$ cat src/rtl/cal_sec_prescaler.sv
module cal_sec_prescaler #(
  parameter int INT_W = 16,
  parameter int FRAC_W = 4,
  parameter logic [INT_W+FRAC_W:0] CAL_RST = 'h7FFF
) (
  input  logic                    clk,
  input  logic                    rst_n,
  input  logic                    osc_tick,
  input  logic                    cal_we,
  input  logic [INT_W+FRAC_W:0]   cal_wdata,
  output logic [INT_W+FRAC_W:0]   cal_rdata,
  output logic                    sec_pulse
);
  localparam int CAL_W = INT_W + FRAC_W + 1;
  localparam int CNT_W = INT_W + 1;

  logic [CAL_W-1:0]  cal_q, act_q, cal_next;
  logic [CNT_W-1:0]  cnt_q, last_cnt;
  logic [FRAC_W-1:0] cyc_q;
  logic [INT_W-1:0]  act_int;
  logic [FRAC_W-1:0] act_frac;
  logic              act_en, extra, at_end;

  assign act_int   = act_q[INT_W-1:0];
  assign act_frac  = act_q[INT_W +: FRAC_W];
  assign act_en    = act_q[CAL_W-1];
  assign extra     = act_en && (cyc_q < act_frac);
  assign last_cnt  = {1'b0, act_int} + CNT_W'(extra);
  assign at_end    = (cnt_q == last_cnt);
  assign sec_pulse = osc_tick && at_end;
  assign cal_next  = cal_we ? cal_wdata : cal_q;
  assign cal_rdata = cal_q;

  always_ff @(posedge clk) begin
    if (!rst_n) begin
      cal_q <= CAL_RST;
      act_q <= CAL_RST;
      cnt_q <= '0;
      cyc_q <= '0;
    end else begin
      cal_q <= cal_next;
      if (osc_tick) begin
        if (at_end) begin
          cnt_q <= '0;
          cyc_q <= cyc_q + 1'b1;
          act_q <= cal_next;
        end else begin
          cnt_q <= cnt_q + 1'b1;
        end
      end
    end
  end
endmodule

$ cat config.mk
export PLATFORM = sky130hd
export DESIGN_NAME = cal_sec_prescaler
export DESIGN_NICKNAME = d
export VERILOG_FILES = /design/src/rtl/cal_sec_prescaler.sv
export SDC_FILE = /design/constraint.sdc
export NUM_CORES = 1
export LEC_CHECK = 0
export ABC_AREA = 1
export BUFFER_PORTS_ARGS = -buffer_cell sky130_fd_sc_hd__clkbuf_2
export CAP_MARGIN = 5
export CORE_UTILIZATION = 57
export CTS_BUF_LIST = sky130_fd_sc_hd__clkbuf_4
export CTS_CLUSTER_SIZE = 40
export DETAILED_ROUTE_END_ITERATION = 8
export PLACE_DENSITY = 0.79
export SYNTH_ARGS = -nofsm -noshare
export SYNTH_HDL_FRONTEND = slang
export SYNTH_SLANG_ARGS = --single-unit
export TNS_END_PERCENT = 100
$ cat constraint.sdc
create_clock -name clk -period 8.4 [get_ports clk]
set_input_delay 0.84 -clock clk [delete_from_list [all_inputs] [get_ports clk]]
set_output_delay 0.84 -clock clk [all_outputs]
set_load 0.01 [all_outputs]
==> summary.txt, run 1 <==
Pwr
  • Switch share: 0.245
  • Power per cell area: roughly 160 nW/um^2
  • Clock share of power: 0.403
  • Combinational power share: 0.071
  • Total power: between 500 and 600 uW
  • Worst VDD drop: 115 uV
  • NetSw: about 140 uW
  • LEAKAGE: approximately 2.1 nW
  • Internal power: about 440 uW
  • Share of power burned in registers: 0.527

Yosys
  • Post-synth EDFFs: 0
  • Mux share of post-synthesis cell area: 0
  • Synth cell types: 32
  • Yosys reg bits: between 60 and 70
  • Post-Syn Instances: roughly 500
  • Most used flip-flop cell after synthesis: dfxtp_1
  • Synth Cell Area: 3280 sq um
  • Synth async-reset ratio: 0
  • Yosys Warn Count: 0
  • Mapped Nets: 527
  • Top cells by area, synth: dfxtp_1 (38%), nand2_1 (22%), inv_1 (7.8%)
  • Sequential share of the synthesized area: 0.385
  • Largest family of logic cells by synthesized area: simple AND/OR/NAND/NOR gates
  • Compound-Gate Fraction of Synth Area: 0.0572
  • Synth Area in Simple Gates: 0.387
  • Avg Inst Size Synth: around 6.6 sq um
  • XOR/XNOR Fraction of Synth Area: 0.0401
  • Synth Area in Adders: 0.0267
  • Top cell type's share of synthesized area: 0.385
  • Top cell type by total area after synthesis: dfxtp_1

Critical path
  • Crit path arrival time: just under 4 ns
  • Worst path cell trace: inv_1, ha_1, a21boi_0, o211a_1, a2111oi_0, ha_1, ha_1, nand2_1, nor2_4, nand2_1, nand2_1, nand2_1, nand2_1, nand2_1, nor2_1, nand3_1, nor2_4, nand3_4, inv_2, clkbuf_2
  • Critical path's most frequent cell: nand2_1
  • Critical path's slowest cell: a2111oi_0
  • Crit-path max cell delay: 0.33 ns
  • CP bufs+invs: 3
  • Critical Path Source Type: register
  • Cell family with most CP delay: simple AND/OR/NAND/NOR gates
  • Reg2reg setup slack: 4.55 ns
  • Required time of the critical path: around 7.6 ns
  • CP Max Fanout: 27
  • Crit. End Element: output pin
  • Crit Path Category: register to output pin

Timing
  • Highest clock rate: 0.210 GHz
  • RSZ-0062 raised after global routing: no
  • Clk_skew: 0.0242 ns
  • Fin crit share: 0.567
  • Min cycle time layout: between 4 and 5 ns
  • TNS Setup: 0 ns
  • Final hold viol count: 0
  • Max-slew violation count: 0
  • Slew HR: 0.553
  • Final setup fails: 0
  • Slew @ Worst Pin: between 0.6 and 0.7 ns

Finish
  • Share of layout cells above drive strength 1: 0.138
  • Most common cell after layout, fill and taps aside: nand2_1
  • FF/Latch Area: between 1000 and 1500 sq um
  • FILL cells: 536
  • Commonest non-fill, non-tap cells in the layout: nand2_1 (189), inv_1 (68), dfxtp_1 (63)
  • Post-layout net count: 571
  • Layout area overhead: 12.5%
  • Design area: around 3700 sq um
  • Final core occ: 0.666
  • Multi-input gate area: between 1500 and 2000 sq um
  • ANT cells: 0

Status
  • Status: completed

Global route
  • Congestion Overflow GR: 0
  • Vias in the first global route: between 3,000 and 4,000
  • First-pass GRT wire length: roughly 13,000 um
  • Antenna violations before repair: 0
  • Pin count of the biggest net entering global routing: 30
  • Gr usage total: 0.267

Drt
  • TritonRoute pass-1 iters: 5
  • WL final: 7320 um
  • Initial drt markers: ~210
  • DRT antenna net count: 0
  • Drc violations: 0
  • WL/cell: approximately 12 um
  • Avg Vias per Cell: about 5.2
  • Detailed-route via count: roughly 3,200

Floorplanning
  • Die Width: ~78 um
  • Core area: 5540 sq um
  • Rows: 27
  • Die height: just under 80 um
  • I/O pin cnt: 47
  • Initial core utilization: 0.592
  • Die area: between 6000 and 7000 sq um

Clocking
  • Clk slew on worst S/H paths: roughly 0.11 ns
  • Root buffer cell: clkbuf_4
  • Setup Fix Bufs, Post-CTS: 0
  • CTS Buffer Depth: 2
  • PostCTS Resize Cnt: 0
  • CTS Hold Bufs: 0
  • TritonCTS Buffers: 9
  • Worst skew pair latency: ~0.42 ns
  • Total clock sinks: between 60 and 70
  • CTS tree: yes
  • H-tree levels: 3

Worst hold path
  • Worst hold-check path type: register to register

Placement
  • RD Place Congestion: 0.914
  • Placed inst area: 3530 sq um
  • Final HPWL DP: between 5000 and 6000 um
  • PortBufs: 46

Job
  • Max cap viols: 0
## per-stage QoR
step                      hold WS (ns)  cells  setup WS (ns)
after global placement           0.450    600           4.17
final                            0.472    616           3.63
after global routing             0.486    616           3.21
after detailed placement         0.454    600           4.07
after CTS                        0.471    616           3.60
after floorplan                  0.432    495           4.71
## routing by layer
layer | global-route usage | wire, um | vias to the layer above
met5 | 0 | 0 | -
met4 | 0.132 | 227 | 0
met3 | 0.0647 | 383 | 23
met2 | 0.473 | 3540 | 95
met1 | 0.297 | 3180 | 1455
li1 | - | - | 1643
## sequential cells by signal (all words and copies together), names as in the netlist
signal     count
act_q         21
cal_rdata     21
cnt_q         17
cyc_q          4
## power groups by stage
stage                     Sequential, mW  Clock, mW  Combinational, mW
after floorplan                    0.320          0             0.0224
after global placement             0.317          0             0.0410
after detailed placement           0.317          0             0.0418
after CTS                          0.310      0.241             0.0420
after global routing               0.311      0.255             0.0469
final                              0.310      0.237             0.0416
## cell usage after synthesis, types with 5 or more instances
master	instances
o21ai_1	10
xnor2_1	7
nor2_1	24
ha_1	7
nand2_1	189
nand4_1	17
clkbuf_1	6
o21ai_0	10
nor3_1	5
dfxtp_1	63
a21oi_1	9
nand3_1	42
xor2_1	8
inv_1	68
## cell type report
class | instances | area share
clock buffer | 10 | 0.0204
sequential | 63 | 0.342
timing repair buffer | 46 | 0.0624
tap | 72 | 0.0244
multi-input combinational | 347 | 0.455
inverter | 72 | 0.0733
clock inverter | 6 | 0.0231
## final timing paths
check,start,endpoint,depth (start not counted)
min,act_q[0],act_q[0],2
max,act_q[17],sec_pulse,20
max reg2reg,act_q[17],cnt_q[11],22
min reg2reg,act_q[0],act_q[0],2
## logic make-up after synthesis
kind of cell / after synthesis
AO/OA/AOI/OAI: 34
XOR/XNOR: 15
flip-flops: 63
AND/OR/NAND/NOR: 291
buffers and inverters: 85
adder cells (fa/ha/maj): 7
## worst reg2reg max path: cells and delay by family, from the launching register on
family	cells	cell delay [ns]
simple gates	13	1.79
fa+ha+maj	3	0.73
compound gates	3	0.65
flops	1	0.32
buf+inv	3	0.29
(Power assumes the default switching activity.)
==> run 2: changes to the inputs <==
--- a/config.mk
+++ b/config.mk
@@ -5,14 +5,14 @@
 export SDC_FILE = /design/constraint.sdc
 export NUM_CORES = 1
 export LEC_CHECK = 0
-export ABC_AREA = 1
+export ABC_AREA = 0
 export BUFFER_PORTS_ARGS = -buffer_cell sky130_fd_sc_hd__clkbuf_2
 export CAP_MARGIN = 5
 export CORE_UTILIZATION = 57
 export CTS_BUF_LIST = sky130_fd_sc_hd__clkbuf_4
 export CTS_CLUSTER_SIZE = 40
 export DETAILED_ROUTE_END_ITERATION = 8
-export PLACE_DENSITY = 0.79
+export PLACE_DENSITY = 0.8
 export SYNTH_ARGS = -nofsm -noshare
 export SYNTH_HDL_FRONTEND = slang
 export SYNTH_SLANG_ARGS = --single-unit
==> constraint.sdc (replaced) <==
create_clock -name clk -period 4.71 [get_ports clk]
set_input_delay 0.471 -clock clk [delete_from_list [all_inputs] [get_ports clk]]
set_output_delay 0.471 -clock clk [all_outputs]
set_load 0.01 [all_outputs]
==> run 2 against run 1 <==
  * Cell area is 2.4% lower
  * First-iteration DRC count fell by 24%
  * Setup slack got worse by 3.3 ns
  * Critical path depth decreased by 5
  * Global-route usage shrank 0.73 points
  * Total power increased by 73%
  * Sequential power is 78% higher
  * Die area shrank 1.7%
  * Final cell count fell by 22%
  * Hold slack worse by 0.17 ns
  * Register-to-register slack got worse by 3.5 ns
  * Largest cell class unchanged
  * Highest routed layer unchanged
==> summary.txt, run 2 <==
Status
  • Status: completed (unchanged)

Critical path
  • RR Startpoint: act_q[17] (unchanged)
  • Crit path from: act_q[17] (unchanged)
  • CP Max Fanout: 12 (was 27)
  • Crit. End Element: output pin (unchanged)
  • Crit Path Category: register to output pin (unchanged)
  • Required time of the critical path: 4.24 ns (was 7.56 ns)
  • Reg2reg setup slack: 1.01 ns (was 4.55 ns)
  • Critical Path Source Type: register (unchanged)
  • Crit path arrival time: 3.87 ns (was 3.93 ns)

Job
  • Max cap viols: 0 (unchanged)

Clocking
  • Root buffer cell: clkbuf_4 (unchanged)
  • Setup Fix Bufs, Post-CTS: 0 (unchanged)
  • Worst skew pair latency: 0.40 ns (was 0.42 ns)
  • H-tree levels: 3 (unchanged)
  • CTS Hold Bufs: 0 (unchanged)
  • PostCTS Resize Cnt: 0 (unchanged)
  • Clk slew on worst S/H paths: 0.10 ns (was 0.11 ns)
  • TritonCTS Buffers: 9 (unchanged)
  • CTS tree: yes (unchanged)
  • CTS Buffer Depth: 2 (unchanged)
  • Total clock sinks: 63 (unchanged)

Timing
  • RSZ-0062 raised after global routing: no (unchanged)
  • Final worst slack: 0.364 ns (was 3.63 ns)
  • Final hold viol count: 0 (unchanged)
  • Slew @ Worst Pin: 0.699 ns (was 0.671 ns)
  • Max-slew violation count: 0 (unchanged)
  • Fin crit share: 0.923
  • Min cycle time layout: around 4.3 ns
  • TNS Setup: 0 ns (unchanged)
  • Highest clock rate: about 0.23 GHz
  • Clk_skew: 0.00854 ns (was 0.0242 ns)
  • Final setup fails: 0 (unchanged)
  • Slew HR: 0.534 (was 0.553)

Worst hold path
  • HP Start: cal_wdata[7] (was act_q[0])
  • Worst hold-check path type: input pin to register (was register to register)

Yosys
  • Post-synth EDFFs: 0 (unchanged)
  • Synth Cell Area: 3220 sq um (was 3280 sq um)
  • Most used flip-flop cell after synthesis: dfxtp_1 (unchanged)
  • Yosys reg bits: 63 (unchanged)
  • Avg Inst Size Synth: 8.80 sq um (was 6.63 sq um)
  • Top-count cell post-synth: dfxtp_1 (was nand2_1)
  • Mapped Nets: 398 (was 527)
  • Synth cell types: 52 (was 32)
  • Yosys Warn Count: 0 (unchanged)
  • Sequential share of the synthesized area: 0.391 (was 0.385)
  • Top cell type's share of synthesized area: 0.391 (was 0.385)
  • Top cells by area, synth: dfxtp_1 (39%), mux2i_1 (8.1%), xnor2_1 (6.0%) (was dfxtp_1 (38%), nand2_1 (22%), inv_1 (7.8%))
  • Most frequent cells after synthesis: dfxtp_1 (63), nand2_1 (38), mux2i_1 (26), xnor2_1 (22) (was nand2_1 (189), inv_1 (68), dfxtp_1 (63), nand3_1 (42), nor2_1 (24))
  • Synth async-reset ratio: 0 (unchanged)
  • Post-Syn Instances: 366 (was 495)
  • Top cell type by total area after synthesis: dfxtp_1 (unchanged)

Global route
  • Gr usage total: 0.260 (was 0.267)
  • Antenna violations before repair: 0 (unchanged)
  • First-pass GRT wire length: 12,200 um (was 12,700 um)
  • Pin count of the biggest net entering global routing: 70 (was 30)
  • Vias in the first global route: 2,646 (was 3,098)
  • Congestion Overflow GR: 0 (unchanged)

Drt
  • Detailed-route via count: 2,758 (was 3,216)
  • TritonRoute pass-1 iters: 4 (was 5)
  • Drc violations: 0 (unchanged)
  • WL final: 7100 um (was 7320 um)
  • Initial drt markers: 162 (was 212)
  • WL/cell: 14.8 um (was 11.9 um)
  • DRT antenna net count: 0 (unchanged)
  • Avg Vias per Cell: 5.76 (was 5.22)

Placement
  • PortBufs: 46 (unchanged)
  • Placed inst area: 3450 sq um (was 3530 sq um)
  • Pre-CTS setup slack: 0.506 ns (was 4.07 ns)
  • Final HPWL DP: 4950 um (was 5450 um)
  • RD Place Congestion: 0.868 (was 0.914)

Finish
  • Commonest non-fill, non-tap cells in the layout: dfxtp_1 (63), clkbuf_2 (46), nand2_1 (38) (was nand2_1 (189), inv_1 (68), dfxtp_1 (63))
  • Most common cell after layout, fill and taps aside: dfxtp_1 (was nand2_1)
  • Design area: 3600 sq um (was 3690 sq um)
  • ANT cells: 0 (unchanged)
  • FILL cells: 458 (was 536)
  • Layout area overhead: 11.8% (was 12.5%)
  • Share of layout cells above drive strength 1: 0.182 (was 0.138)
  • Final core occ: 0.658 (was 0.666)
  • Post-layout net count: 435 (was 571)

Pwr
  • Power per cell area: 284 nW/um^2 (was 160 nW/um^2)
  • LEAKAGE: 1.64 nW (was 2.10 nW)
  • Worst VDD drop: 219 uV (was 115 uV)

Floorplanning
  • I/O pin cnt: 47 (unchanged)
  • Initial core utilization: 0.589 (was 0.592)
  • Core area: 5470 sq um (was 5540 sq um)
  • Die Width: 77.2 um (was 77.9 um)
  • Die height: 77.2 um (was 77.9 um)
  • Rows: 27 (unchanged)
  • Die area: 5960 sq um (was 6060 sq um)
run 2: metal layers:
| metal | vias up | global-route usage | part of all wire |
|---|---|---|---|
| met2 | 84 | 0.438 | 0.50 |
| met4 | 0 | 0.0962 | 0.019 |
| li1 | 1387 | - | - |
| met5 | - | 0 | 0 |
| met3 | 14 | 0.0821 | 0.053 |
| met1 | 1273 | 0.306 | 0.43 |
run 2: critical path, cell delays in order (launching register included):
cell and delay (ns):
dfxtp_1 0.35, inv_1 0.05, ha_1 0.28, a21oi_1 0.12, nor2b_1 0.05, o21ai_0 0.13, and3b_1 0.17, ha_1 0.21
nand4_2 0.22, or4_1 0.56, a22o_1 0.25, nor4_2 0.30, and4_4 0.37, nand2_2 0.08, clkinv_1 0.17, clkbuf_2 0.16
run 2: logic make-up (layout without fill, tap and decap cells):
logic type | Yosys count | in the layout | synth area share
and+or+nand+nor | 151 | 151 | 0.264
xor gates and xnor gates | 30 | 30 | 0.0816
AOI/OAI and AO/OA | 43 | 43 | 0.0905
buffers and inverters | 45 | 86 | 0.0614
adders and majority gates | 7 | 7 | 0.0272
muxes | 27 | 27 | 0.0843
DFF | 63 | 63 | 0.391
run 2: final cells by class:
class                      count  area, sq um  share of cell area
multi-input combinational    258         1770               0.490
clock inverter                 5         73.8              0.0205
inverter                      22         82.6              0.0229
tap                           72         90.1              0.0250
clock buffer                  10         75.1              0.0208
sequential                    63         1260               0.350
timing repair buffer          49          253              0.0702
run 2: path summary, 6_finish.rpt:
kind	end	cells after the start
setup reg to reg	cnt_q[11]	15
hold reg to reg	act_q[20]	2
setup / recovery	sec_pulse	15
hold / removal	cal_rdata[7]	3
run 2: metrics by stage:
step | std cells | hold WS (ns) | power (mW)
floorplan | 366 | 0.432 | 0.605
global placement | 464 | 0.453 | 0.631
detailed placement | 464 | 0.456 | 0.634
CTS | 479 | 0.289 | 1.03
global route | 479 | 0.277 | 1.07
finish | 479 | 0.305 | 1.02
run 2: power breakdown:
part | total (mW) | switching, mW | internal (mW)
logic | 0.0694 | 0.0394 | 0.0300
registers | 0.552 | 0.00729 | 0.545
clock network | 0.400 | 0.185 | 0.215
